**config.mk**
```make
export PLATFORM = sky130hd
export DESIGN_NAME = sn_page_responder
export DESIGN_NICKNAME = d
export VERILOG_FILES = /design/src/rtl/snp_pkg.sv /design/src/rtl/snp_cmd_decode.sv /design/src/rtl/snp_char_filter.sv /design/src/rtl/snp_resp_framer.sv /design/src/rtl/sn_page_responder.sv
export SDC_FILE = /design/constraint.sdc
export NUM_CORES = 1
export LEC_CHECK = 0
export CORE_MARGIN = 10
export CORE_UTILIZATION = 38
export CTS_CLUSTER_DIAMETER = 200
export DETAILED_ROUTE_END_ITERATION = 8
export GPL_TIMING_DRIVEN = 0
export HOLD_SLACK_MARGIN = 0.12
export SLEW_MARGIN = 40
export SYNTH_ARGS = -nofsm -noshare
export SYNTH_HDL_FRONTEND = slang
export SYNTH_HIERARCHICAL = 1
export SYNTH_SLANG_ARGS = --single-unit
```
**constraint.sdc**
```tcl
create_clock -name clk -period 7.97 [get_ports clk]
set_clock_uncertainty 0.15 [all_clocks]
set_input_delay 1.594 -clock clk [delete_from_list [all_inputs] [get_ports clk]]
set_output_delay 1.594 -clock clk [all_outputs]
set_load 0.01 [all_outputs]
```
**src/rtl/snp_pkg.sv**
```systemverilog
package snp_pkg;
   localparam logic [7:0] OPC_INQ     = 8'h12;
   localparam logic [7:0] PAGE_SERIAL = 8'h80;
   localparam logic [7:0] CH_NUL      = 8'h00;
   localparam logic [7:0] CH_SPACE    = 8'h20;
   localparam int         HDR_LEN     = 4;

   typedef enum logic [1:0] {
      ST_IDLE = 2'd0,
      ST_FILL = 2'd1,
      ST_SEND = 2'd2
   } snp_state_e;

   typedef struct packed {
      logic       vpd;     // inquiry with the vital-product-data bit set
      logic       serial;  // vpd request for the serial number page
      logic [7:0] alloc;   // allocation length
   } snp_cmd_t;
endpackage

```
**src/rtl/snp_cmd_decode.sv**
```systemverilog
module snp_cmd_decode
   import snp_pkg::*;
#(
   parameter int CMD_LEN = 6
) (
   input  logic       clk,
   input  logic       rst_n,
   input  logic       accept_en,
   input  logic       cmd_valid,
   input  logic [7:0] cmd_byte,
   output logic       cmd_done,
   output snp_cmd_t   cmd
);
   localparam int IDX_W     = $clog2(CMD_LEN);
   localparam int POS_OP    = 0;
   localparam int POS_FLAGS = 1;
   localparam int POS_PAGE  = 2;
   localparam int POS_ALLOC = 4;

   generate
      if (CMD_LEN < POS_ALLOC + 1) begin : g_bad_len
         $error("snp_cmd_decode: CMD_LEN too small for the allocation byte");
      end
   endgenerate

   logic [IDX_W-1:0] idx_q;
   logic [7:0]       op_q;
   logic             evpd_q;
   logic [7:0]       page_q;
   logic [7:0]       alloc_q;
   logic             done_q;

   always_ff @(posedge clk) begin
      if (!rst_n) begin
         idx_q   <= '0;
         op_q    <= '0;
         evpd_q  <= 1'b0;
         page_q  <= '0;
         alloc_q <= '0;
         done_q  <= 1'b0;
      end else begin
         done_q <= 1'b0;
         if (accept_en && cmd_valid) begin
            if (idx_q == IDX_W'(POS_OP))    op_q    <= cmd_byte;
            if (idx_q == IDX_W'(POS_FLAGS)) evpd_q  <= cmd_byte[0];
            if (idx_q == IDX_W'(POS_PAGE))  page_q  <= cmd_byte;
            if (idx_q == IDX_W'(POS_ALLOC)) alloc_q <= cmd_byte;
            if (idx_q == IDX_W'(CMD_LEN - 1)) begin
               idx_q  <= '0;
               done_q <= 1'b1;
            end else begin
               idx_q <= idx_q + 1'b1;
            end
         end
      end
   end

   assign cmd_done   = done_q;
   assign cmd.vpd    = (op_q == OPC_INQ) && evpd_q;
   assign cmd.serial = (op_q == OPC_INQ) && evpd_q && (page_q == PAGE_SERIAL);
   assign cmd.alloc  = alloc_q;

   // a completed command is reported once; the top blocks capture meanwhile
   p_done_single_r11: assert property (@(posedge clk) disable iff (!rst_n)
      cmd_done |=> !cmd_done);
endmodule

```
**src/rtl/snp_char_filter.sv**
```systemverilog
module snp_char_filter
   import snp_pkg::*;
#(
   parameter int FIELD_LEN  = 20,
   parameter bit DROP_SPACE = 1'b1,
   localparam int CNT_W = $clog2(FIELD_LEN + 1),
   localparam int IDX_W = $clog2(FIELD_LEN)
) (
   input  logic             clk,
   input  logic             rst_n,
   input  logic             clear,
   input  logic             take,
   input  logic [7:0]       ch,
   output logic             last_take,
   output logic [CNT_W-1:0] kept_cnt,
   input  logic [IDX_W-1:0] rd_idx,
   output logic [7:0]       rd_char
);
   logic             keep;
   logic [CNT_W-1:0] kept_q;
   logic [CNT_W-1:0] seen_q;
   logic [FIELD_LEN*8-1:0] flat;

   generate
      if (DROP_SPACE) begin : g_drop_nul_space
         assign keep = (ch != CH_NUL) && (ch != CH_SPACE);
      end else begin : g_drop_nul_only
         assign keep = (ch != CH_NUL);
      end
   endgenerate

   always_ff @(posedge clk) begin
      if (!rst_n) begin
         kept_q <= '0;
         seen_q <= '0;
      end else if (clear) begin
         kept_q <= '0;
         seen_q <= '0;
      end else if (take) begin
         seen_q <= seen_q + 1'b1;
         if (keep) kept_q <= kept_q + 1'b1;
      end
   end

   generate
      for (genvar i = 0; i < FIELD_LEN; i++) begin : g_slot
         logic [7:0] slot_q;
         always_ff @(posedge clk) begin
            if (!rst_n) begin
               slot_q <= '0;
            end else if (!clear && take && keep && (kept_q == CNT_W'(i))) begin
               slot_q <= ch;
            end
         end
         assign flat[i*8 +: 8] = slot_q;
      end
   endgenerate

   assign last_take = take && (seen_q == CNT_W'(FIELD_LEN - 1));
   assign kept_cnt  = kept_q;
   assign rd_char   = (int'(rd_idx) < FIELD_LEN) ? flat[{rd_idx, 3'b000} +: 8] : 8'h00;

   // a null or space never advances the kept count
   p_drop_r5: assert property (@(posedge clk) disable iff (!rst_n)
      (take && !clear && ((ch == CH_NUL) || (ch == CH_SPACE)))
      |=> (kept_cnt == $past(kept_cnt)));
   // the count never exceeds the field length
   p_count_bound_r6: assert property (@(posedge clk) disable iff (!rst_n)
      int'(kept_cnt) <= FIELD_LEN);
endmodule

```
**src/rtl/snp_resp_framer.sv**
```systemverilog
module snp_resp_framer
   import snp_pkg::*;
#(
   parameter int FIELD_LEN = 20,
   localparam int CNT_W = $clog2(FIELD_LEN + 1),
   localparam int IDX_W = $clog2(FIELD_LEN),
   localparam int POS_W = $clog2(FIELD_LEN + HDR_LEN + 1)
) (
   input  logic [POS_W-1:0] pos,
   input  logic [2:0]       cfg_qual,
   input  logic [4:0]       cfg_type,
   input  logic [CNT_W-1:0] kept_cnt,
   input  logic [7:0]       rd_char,
   output logic [IDX_W-1:0] rd_idx,
   output logic [7:0]       byte_out
);
   logic [POS_W-1:0] body_pos;

   assign body_pos = pos - POS_W'(HDR_LEN);
   assign rd_idx   = body_pos[IDX_W-1:0];

   always_comb begin
      if (pos == POS_W'(0))      byte_out = {cfg_qual, cfg_type};
      else if (pos == POS_W'(1)) byte_out = PAGE_SERIAL;
      else if (pos == POS_W'(2)) byte_out = 8'h00;
      else if (pos == POS_W'(3)) byte_out = 8'(kept_cnt);
      else                       byte_out = rd_char;
   end
endmodule

```
**src/rtl/sn_page_responder.sv**
```systemverilog
module sn_page_responder
   import snp_pkg::*;
#(
   parameter int FIELD_LEN  = 20,
   parameter int CMD_LEN    = 6,
   parameter bit DROP_SPACE = 1'b1
) (
   input  logic       clk,
   input  logic       rst_n,
   input  logic       cmd_valid,
   input  logic [7:0] cmd_byte,
   input  logic [2:0] cfg_qual,
   input  logic [4:0] cfg_type,
   input  logic       id_valid,
   input  logic [7:0] id_byte,
   output logic       id_ready,
   output logic       rsp_valid,
   output logic [7:0] rsp_byte,
   input  logic       rsp_ready,
   output logic       unsup_pulse
);
   localparam int CNT_W = $clog2(FIELD_LEN + 1);
   localparam int IDX_W = $clog2(FIELD_LEN);
   localparam int POS_W = $clog2(FIELD_LEN + HDR_LEN + 1);

   generate
      if (FIELD_LEN < 2 || FIELD_LEN > 251) begin : g_bad_field
         $error("sn_page_responder: FIELD_LEN must lie in 2..251");
      end
   endgenerate

   snp_state_e       state_q;
   logic [POS_W-1:0] pos_q;
   logic             unsup_q;
   logic             cmd_done;
   snp_cmd_t         cmd;
   logic             accept_en;
   logic             fill_clear;
   logic             take;
   logic             last_take;
   logic [CNT_W-1:0] kept_cnt;
   logic [IDX_W-1:0] rd_idx;
   logic [7:0]       rd_char;
   logic [8:0]       full_len;
   logic [8:0]       alloc_ext;
   logic [8:0]       resp_len;
   logic             pos_last;

   assign accept_en  = (state_q == ST_IDLE) && !cmd_done;
   assign fill_clear = (state_q == ST_IDLE) && cmd_done && cmd.serial && (cmd.alloc != 8'h00);
   assign id_ready   = (state_q == ST_FILL);
   assign take       = id_ready && id_valid;
   assign rsp_valid  = (state_q == ST_SEND);
   assign unsup_pulse = unsup_q;

   snp_cmd_decode #(.CMD_LEN(CMD_LEN)) u_decode (
      .clk       (clk),
      .rst_n     (rst_n),
      .accept_en (accept_en),
      .cmd_valid (cmd_valid),
      .cmd_byte  (cmd_byte),
      .cmd_done  (cmd_done),
      .cmd       (cmd)
   );

   snp_char_filter #(.FIELD_LEN(FIELD_LEN), .DROP_SPACE(DROP_SPACE)) u_filter (
      .clk       (clk),
      .rst_n     (rst_n),
      .clear     (fill_clear),
      .take      (take),
      .ch        (id_byte),
      .last_take (last_take),
      .kept_cnt  (kept_cnt),
      .rd_idx    (rd_idx),
      .rd_char   (rd_char)
   );

   snp_resp_framer #(.FIELD_LEN(FIELD_LEN)) u_framer (
      .pos      (pos_q),
      .cfg_qual (cfg_qual),
      .cfg_type (cfg_type),
      .kept_cnt (kept_cnt),
      .rd_char  (rd_char),
      .rd_idx   (rd_idx),
      .byte_out (rsp_byte)
   );

   assign full_len  = 9'(kept_cnt) + 9'(HDR_LEN);
   assign alloc_ext = {1'b0, cmd.alloc};
   assign resp_len  = (alloc_ext < full_len) ? alloc_ext : full_len;
   assign pos_last  = (9'(pos_q) == (resp_len - 9'd1));

   always_ff @(posedge clk) begin
      if (!rst_n) begin
         state_q <= ST_IDLE;
         pos_q   <= '0;
         unsup_q <= 1'b0;
      end else begin
         unsup_q <= (state_q == ST_IDLE) && cmd_done && cmd.vpd && !cmd.serial;
         unique case (state_q)
            ST_IDLE: begin
               pos_q <= '0;
               if (fill_clear) state_q <= ST_FILL;
            end
            ST_FILL: begin
               if (last_take) begin
                  state_q <= ST_SEND;
                  pos_q   <= '0;
               end
            end
            ST_SEND: begin
               if (rsp_ready) begin
                  if (pos_last) begin
                     state_q <= ST_IDLE;
                     pos_q   <= '0;
                  end else begin
                     pos_q <= pos_q + 1'b1;
                  end
               end
            end
            default: state_q <= ST_IDLE;
         endcase
      end
   end

   // a stalled byte stays offered and unchanged
   p_hold_r10: assert property (@(posedge clk) disable iff (!rst_n)
      (rsp_valid && !rsp_ready) |=> (rsp_valid && $stable(rsp_byte)));
   // the unsupported-page flag lasts one cycle
   p_unsup_pulse_r8: assert property (@(posedge clk) disable iff (!rst_n)
      unsup_pulse |=> !unsup_pulse);
   // no byte is offered at or beyond the allocation length
   p_alloc_limit_r7: assert property (@(posedge clk) disable iff (!rst_n)
      rsp_valid |-> (9'(pos_q) < alloc_ext));
   // identify reads and response bytes never overlap
   p_fill_vs_send_r13: assert property (@(posedge clk) disable iff (!rst_n)
      take |=> !(rsp_valid && $past(!last_take)));
endmodule

```
* Yosys cells after proc, flatten, opt, wreduce, memory -nomap -nowiden
Index checks and enable logic that the tools add are counted.
** Operators by class
- Bitwise logic cells :: 1
- Muxes and demuxes :: 17
- $lt $le $gt $ge :: 2
- Equality and inequality tests :: 37
- Add/subtract/negate cells :: 7
- Reductions and logical operators :: 53
- Shift operators :: 1
** Operator list (number)
- $shiftx A160 B9 Y8 :: 1
- $mux W8 :: 6
- $eq A5 B4 Y1 const B :: 8
- $logic_and A1 B1 Y1 :: 34
- $eq A5 B5 Y1 const B :: 5
- $eq A5 B2 Y1 const B :: 4
- $eq A5 B3 Y1 const B :: 4
- $reduce_bool A8 Y1 :: 2
- $add A5 B1 Y5 const B :: 3
- $mux W5 :: 3
- $pmux W5 S3 :: 1
- $reduce_and A2 Y1 :: 6
- $eq A5 B1 Y1 const B :: 2
- $logic_not A5 Y1 :: 2
- $eq A5 B9 Y1 :: 1
- $sub A8 B1 Y9 const B :: 1
- $eq A8 B5 Y1 const B :: 1
- $eq A8 B8 Y1 const B :: 1
- $lt A8 B6 Y1 :: 1
- $mux W2 :: 4
- $ne A2 B1 Y1 const B :: 4
- $ne A8 B6 Y1 const B :: 1
- $add A5 B3 Y6 const B :: 1
- $eq A3 B3 Y1 const B :: 2
- 18 further kinds :: 20
** Word-level totals
- Logic and storage cells :: 149
- Register bits after elaboration :: 207
- Bits of input ports :: 29

* Logic depth before layout (Yosys ltp)
Gate-level depths: netlist of run 1.
- Depth after elaboration :: 9
- Gate-level depth with buffers :: 15

* Modules after synthesis
Netlist of run 1, hierarchy kept.
** By module, submodules not included
- snp_char_filter :: cells an instance 769, area each 8279.2 µm², seq. area each 3403.3 µm², times used 1
- snp_cmd_decode :: cells an instance 116, area each 1141.1 µm², seq. area each 580.6 µm², times used 1
- sn_page_responder :: cells an instance 127, area each 994.7 µm², seq. area each 160.2 µm², times used 1
- snp_resp_framer :: cells an instance 33, area each 220.2 µm², seq. area each 0.0 µm², times used 1

* Worst setup path before layout of run 1
Ideal clock, no wire load.
- Kind :: register to output
- Start point :: register pos_q[1]
- End point :: output port rsp_byte[5]
- Path slack :: 3961 ps
- Data arrival time :: 2265 ps
- Stages on the path, launching flop included :: 8
- Data required time :: 6226 ps
- Cell sequence :: dfxtp_1 -> buf_4 -> clkbuf_1 -> buf_2 -> mux4_2 -> o2111ai_1 -> nand3_1 -> a22o_1
** Between the ends
- Longest elaborated chain between the ends :: 7
- Elaborated cells between the ends (all ways) :: 12
** Ends and longest elaborated chain
- start: declaration :: RTL line sn_page_responder.sv:33 : logic [POS_W-1:0] pos_q;
- start signal: assignment :: RTL line sn_page_responder.sv:117 : pos_q <= pos_q + 1'b1;
- $sub A5 B3 Y5 * :: RTL line snp_resp_framer.sv:19 : assign body_pos = pos - POS_W'(HDR_LEN);
- named net rd_idx[1] :: RTL line sn_page_responder.sv:42 : logic [IDX_W-1:0] rd_idx;
- $shiftx A160 B9 Y8 or $lt A5 B5 Y1 (tied branches) :: RTL line snp_char_filter.sv:61 : assign rd_char = (int'(rd_idx) < FIELD_LEN) ? flat[{rd_idx, 3'b000} +: 8] : 8'h00;
- $mux W8 * :: RTL line snp_char_filter.sv:61
- named net rd_char[5] :: RTL line sn_page_responder.sv:43 : logic [7:0] rd_char;
- $mux W8 * :: RTL line snp_resp_framer.sv:26 : else if (pos == POS_W'(3)) byte_out = 8'(kept_cnt);
- $mux W8 * :: RTL line snp_resp_framer.sv:25 : else if (pos == POS_W'(2)) byte_out = 8'h00;
- $mux W8 * :: RTL line snp_resp_framer.sv:24 : else if (pos == POS_W'(1)) byte_out = PAGE_SERIAL;
- $mux W8 * :: RTL line snp_resp_framer.sv:23 : if (pos == POS_W'(0)) byte_out = {cfg_qual, cfg_type};
- end: declaration :: RTL line sn_page_responder.sv:18 : output logic [7:0] rsp_byte,
The timed path passes the listed nets; every way through them passes the cells marked *.

* Worst setup path after layout of run 1
- Start point :: register pos_q[1]
- End point :: output port rsp_byte[4]
Same word-level chain as after synthesis.

==> results.yml, run 1 <==
synthesis:
  synth_top_flop_cell: "dfxtp_1"
  synth_edf_count: 0
  synth_cell_type_count: 67
  yosys.area.top_type: "dfxtp_1"
  synth_top_area_share_pct: 39.0
  netlist_area_um2: 10600
  synthArstFlopShare_pct: 0
  yosys_warnings: 6
  synth-seq-area-share_pct: 39.0
  syn_avg_cell_area_um2: 10.2
  syn-num-nets: 1090
  ys_ff_latch: 207
  netlist_top_cells_area: "dfxtp_1, mux2i_1, nor2b_1"
  syn_inst: 1045
final_layout:
  nets: 1155
  fillCellCount: 2678
  final_common_cell: "mux2i_1"
  areaGrowthSynthToFinish_pct: 15.8
  n_antenna_cell: 0
  final_area_um2: 12300
  drive_gt1_share_pct: 10.5
  final_cell_mix: "mux2i_1, dfxtp_1, nor2b_1"
routing:
  dr.first_iter.drc_count: 456
  vias_per_cell: 5.06
  num_vias: 7613
  drt_wl_total_um: 27300
  post_drt_wl_per_cell_um: 18.2
  drt-pass1-iter-count: 5
  ant_nets: 0
  drc: 0
floorplanning:
  start_util_pct: 38.4
  ios: 40
  fp.dieW_um: 187
  die_area_um2: 35100
  coreArea_um2: 27700
  dieHeight_um: 187
  fp-row-count: 61
sta:
  max_freq_ghz: 0.172
  slew_viol_final: 0
  finalWorstSetupSlack_ps: 2150
  period_share_pct: 73.1
  setup_violations: 0
  period_minus_slack_ps: 5820
  tightestPinTransition_ps: 827
  finalHoldViolations: 0
  fin_tns_setup_ps: 0
  rsz0062_at_grt: "no"
  slew_headroom_pct: 44.8
global_routing:
  antenna_found_initial: 0
  grt_pass1_vias: 7596
  grtUsageTotal_pct: 15.2
  overflow: 0
  grt_pass1_wl_um: 43600
  grt_max_degree: 16
setup_path:
  path_max_fanout: 10
  cp.required_ps: 6230
  crit_arrival_ps: 4080
  cp-startpoint: "pos_q[1]"
  crit_chain: "buf_4 > clkbuf_1 > buf_2 > buf_2 > mux2i_1 > nand2_1 > o2111ai_1 > nand3_1 > nand2_1 > o21ai_1 > clkdlybuf4s50_1"
  startpoint_type: "register"
  cpPeakStageDelay_ps: 600
  crit_type: "reg2out"
  crit_path_end_kind: "output port"
  timing.rr.start: "u_filter/kept_cnt[2]"
  reg2regPathDepth: 15
  cpMaxStageDelayCell: "dfxtp_1"
power_and_ir_drop:
  pwr-share-comb_pct: 4.7
  p_sw_share_pct: 21.8
  sequentialPowerShare_pct: 46.2
  ir_worst_vdd_mv: 0.126
  p_per_area_nw_per_um2: 184
  power.internal_uw: 1770
  p_leak_uw: 0.00388
  pwr-share-clk_pct: 49.1
  finalPower_uw: 2260
  p_switching_uw: 493
clock_tree:
  clkSinkCount: 207
  worst_skew_pair.late_latency_ps: 510
  cts_resized: 0
  cts_buffer_depth: 3
  cts_setup_buffers: 0
  cts_buffers: 25
  htreeDepth: 1
  path_clk_slew_ps: 50
  postCtsHoldBufs: 0
  cts_root_buf: "clkbuf_16"
  cts_tree: "yes"
min_path:
  min_from: "u_filter/g_slot[15].slot_q[6]"
  min_path_type: "reg2reg"
  min_path_cells: 2
job:
  maxCapViolCount: 0
placed_design:
  gp_congestion: 0.859
  placed_area_um2: 11500
  dp_worst_setup_slack_ps: 2680
  io_buffers: 38
  hpwl_um: 19600
run_status:
  status: "finished, final reports clean"
## power groups by stage
stage / Clock (µW) / Combinational, µW / Sequential, µW
2_1_floorplan: 0 / 62.2 / 1070
3_3_place_gp: 0 / 105 / 1070
3_5_place_dp: 0 / 106 / 1070
4_1_cts: 1140 / 106 / 1040
5_1_grt: 1180 / 114 / 1050
6_report: 1110 / 106 / 1040
## final timing paths
check	slack, ps	to
worst max-delay path	2150	rsp_byte[4]
worst min register to register	310	u_filter/g_slot[15].slot_q[6]
worst max register to register	3710	state_q[1]
worst min-delay path	310	u_filter/g_slot[15].slot_q[6]
## metrics by stage
stage                     util (%)  instances  hold WS [ps]
after floorplan                  -       1045           282
after global placement        41.5       1461           292
after detailed placement      41.5       1461           301
after CTS                     44.4       1506           311
after global routing          44.4       1506           329
final                         44.4       1506           306
## per-layer routing
| metal | up-vias | GRT usage (%) | share of wire [%] |
|---|---|---|---|
| met5 | - | 0 | 0 |
| met4 | 0 | 4.13 | 2.5 |
| met3 | 42 | 2.48 | 4.0 |
| met2 | 126 | 23.8 | 44 |
| met1 | 3662 | 21.2 | 50 |
| li1 | 3783 | - | - |
## worst max-delay path: cells and delay by family, from the launching register on
family          cells  cell delay (ps)
compound gates      2              230
buf+inv             5             1980
flops               1              600
mux                 1              300
simple gates        3              450
## logic make-up after synthesis
group	Yosys count	synth area share (%)
multiplexers	247	25.2
XOR/XNOR	15	1.36
AO/OA/AOI/OAI	94	9.28
adder cells (fa/ha/maj)	16	1.88
buffers and inverters	83	3.36
AND/OR/NAND/NOR	383	19.9
flip-flops	207	39.0
## synth_stat cells, types with 5 or more instances
cell type and number:
a22oi_1 14, o2111ai_1 7, buf_1 10, buf_4 6, nand3_1 24, o21ai_0 7, buf_2 13, a21boi_1 9
xor2_1 7, nand2_1 102, nor4_1 5, mux4_2 17, a21oi_1 5, ha_1 16, xnor2_1 7, nand4_1 9
mux2i_1 230, clkbuf_1 40, inv_1 12, nor2b_1 162, a211oi_4 19, nor2_1 29, dfxtp_1 207, o21ai_1 6
nor3_1 9
## cell type report
class	count	area, µm²	area share (%)
flip-flops and latches	207	4140	33.7
plain buffers	70	310	2.52
multi-input cells	755	6140	49.9
well taps	378	473	3.84
clock buffers	42	769	6.25
inverters	13	48.8	0.396
repair buffers	38	380	3.09
clock inverters	3	40.0	0.325
## registers in the layout, indices dropped and copies added, names as in the netlist
signal,flops
u_decode/evpd_q,1
u_decode/op_q,8
u_filter/g_slot.slot_q,160
u_filter/kept_cnt,5
u_decode/cmd_done,1
unsup_pulse,1
pos_q,5
u_decode/page_q,8
u_decode/idx_q,3
state_q,2
u_filter/seen_q,5
u_decode/alloc_q,8
Note: power is estimated with default switching activity, not from simulation.
==> run 2, diff against run 1 <==
clock period = 4.7 ns   (was 7.97 ns; I/O delays follow)
==> run 2 against run 1 <==
First-iteration DRC count down 14%. Count of clock-buffer cells in the layout unchanged. Cell count about the same. Sequential power up 70%. Hold slack unchanged. Largest power group unchanged. Critical path depth down 2. Critical path type unchanged.
==> results.yml, run 2 (same netlist as run 1, synthesis figures left out) <==
setup_path:
  startpoint_type: "register"
  crit_type: "reg2out"
  crit_path_end_kind: "output port"
  cp.required_ps: 3610
  crit_arrival_ps: 3450
  path_max_fanout: 10
  reg2regPathDepth: 15
global_routing:
  grt_max_degree: 16
  grtUsageTotal_pct: 15.2
  grt_pass1_wl_um: 43600
  overflow: 0
  antenna_found_initial: 0
  grt_pass1_vias: 7593
floorplanning:
  die_area_um2: 35100
  fp.dieW_um: 187
  coreArea_um2: 27700
  start_util_pct: 38.4
  ios: 40
  fp-row-count: 61
  dieHeight_um: 187
routing:
  drt_wl_total_um: 27300
  post_drt_wl_per_cell_um: 18.2
  drt-pass1-iter-count: 5
  dr.first_iter.drc_count: 391
  ant_nets: 0
  vias_per_cell: 5.07
  drc: 0
  num_vias: 7623
sta:
  period_share_pct: 96.6
  setup_violations: 0
  rsz0062_at_grt: "no"
  finalWorstSetupSlack_ps: 158
  fin_tns_setup_ps: 0
  holdWs_ps: 306
  slew_viol_final: 0
  finalHoldViolations: 0
  tightestPinTransition_ps: 793
  max_freq_ghz: 0.220
  period_minus_slack_ps: 4540
  slew_headroom_pct: 46.9
final_layout:
  final_area_um2: 12300
  fillCellCount: 2679
  nets: 1154
  drive_gt1_share_pct: 11.1
  largest_register: "u_filter/g_slot.slot_q"
  final_common_cell: "mux2i_1"
  final_cell_mix: "mux2i_1, dfxtp_1, nor2b_1"
  largest_register_ffs: 160
  fin_util_pct: 44.5
  areaGrowthSynthToFinish_pct: 15.9
  n_antenna_cell: 0
placed_design:
  dp_worst_setup_slack_ps: 60.0
  gp_congestion: 0.859
  placed_area_um2: 11500
  io_buffers: 38
  hpwl_um: 19600
clock_tree:
  path_clk_slew_ps: 50
  cts_tree: "yes"
  postCtsHoldBufs: 0
  cts_root_buf: "clkbuf_16"
  worst_skew_pair.late_latency_ps: 510
  clkSinkCount: 207
  cts_buffers: 25
  cts_buffer_depth: 3
  htreeDepth: 1
power_and_ir_drop:
  p_leak_uw: 0.00390
  p_per_area_nw_per_um2: 311
  ir_worst_vdd_mv: 0.214
min_path:
  min_path_cells: 2
  min_path_type: "reg2reg"
job:
  maxCapViolCount: 0
run_status:
  status: "finished, final reports clean"
-- run 2: cell count changes in the layout (fill, tap and decap cells not counted), sizes merged --
cell,previous run,this run
buf,29,27
clkbuf,83,84
-- run 2: what timing repair did --
action                     4_1_cts  5_1_grt
buffers inserted                 0        0
pin swaps                        0        0
setup endpoints to repair        8        7
gates resized for setup          8        8
-- run 2: path summary, 6_finish.rpt --
kind	start	endpoint	slack [ps]
setup / recovery	pos_q[1]	rsp_byte[3]	160
hold / removal	u_filter/g_slot[15].slot_q[6]	u_filter/g_slot[15].slot_q[6]	310
setup reg to reg	u_filter/kept_cnt[2]	state_q[1]	450
hold reg to reg	u_filter/g_slot[15].slot_q[6]	u_filter/g_slot[15].slot_q[6]	310
-- run 2: metal layers --
| metal | vias to the layer above | GRT usage, % | share of wire [%] |
|---|---|---|---|
| li1 | 3789 | - | - |
| met4 | 0 | 4.13 | 2.5 |
| met5 | - | 0 | 0 |
| met3 | 42 | 2.48 | 4.0 |
| met1 | 3670 | 21.2 | 50 |
| met2 | 122 | 23.7 | 44 |
-- run 2: worst max-delay path, cell delays in order (launching register included) --
cell and delay, ps:
dfxtp_2 470, buf_4 250, buf_2 370, nor2_1 250, a22oi_1 330, nand4_1 260
nand3_1 280, nand2_1 80, o21ai_1 80, clkdlybuf4s50_1 550
-- run 2: power breakdown --
group          internal (µW)  switching [µW]
logic                   77.8             102
clock network           1160             729
registers               1770            6.83
total                   3000             837
-- run 2: final cells by class --
type / instances / area [µm²] / share of cell area (%)
Multi-Input combinational cell: 755 / 6150 / 49.9
Sequential cell: 207 / 4150 / 33.6
Clock buffer: 42 / 769 / 6.24
Tap cell: 378 / 473 / 3.84
Timing Repair Buffer: 38 / 380 / 3.09
Buffer: 69 / 319 / 2.59
Inverter: 13 / 48.8 / 0.396
Clock inverter: 3 / 40.0 / 0.325
-- run 2: metrics by stage --
stage	std cells	power (µW)
finish	1505	3840
detailed placement	1461	1990
global route	1505	3960
CTS	1505	3880
floorplan	1045	1910
global placement	1461	1990
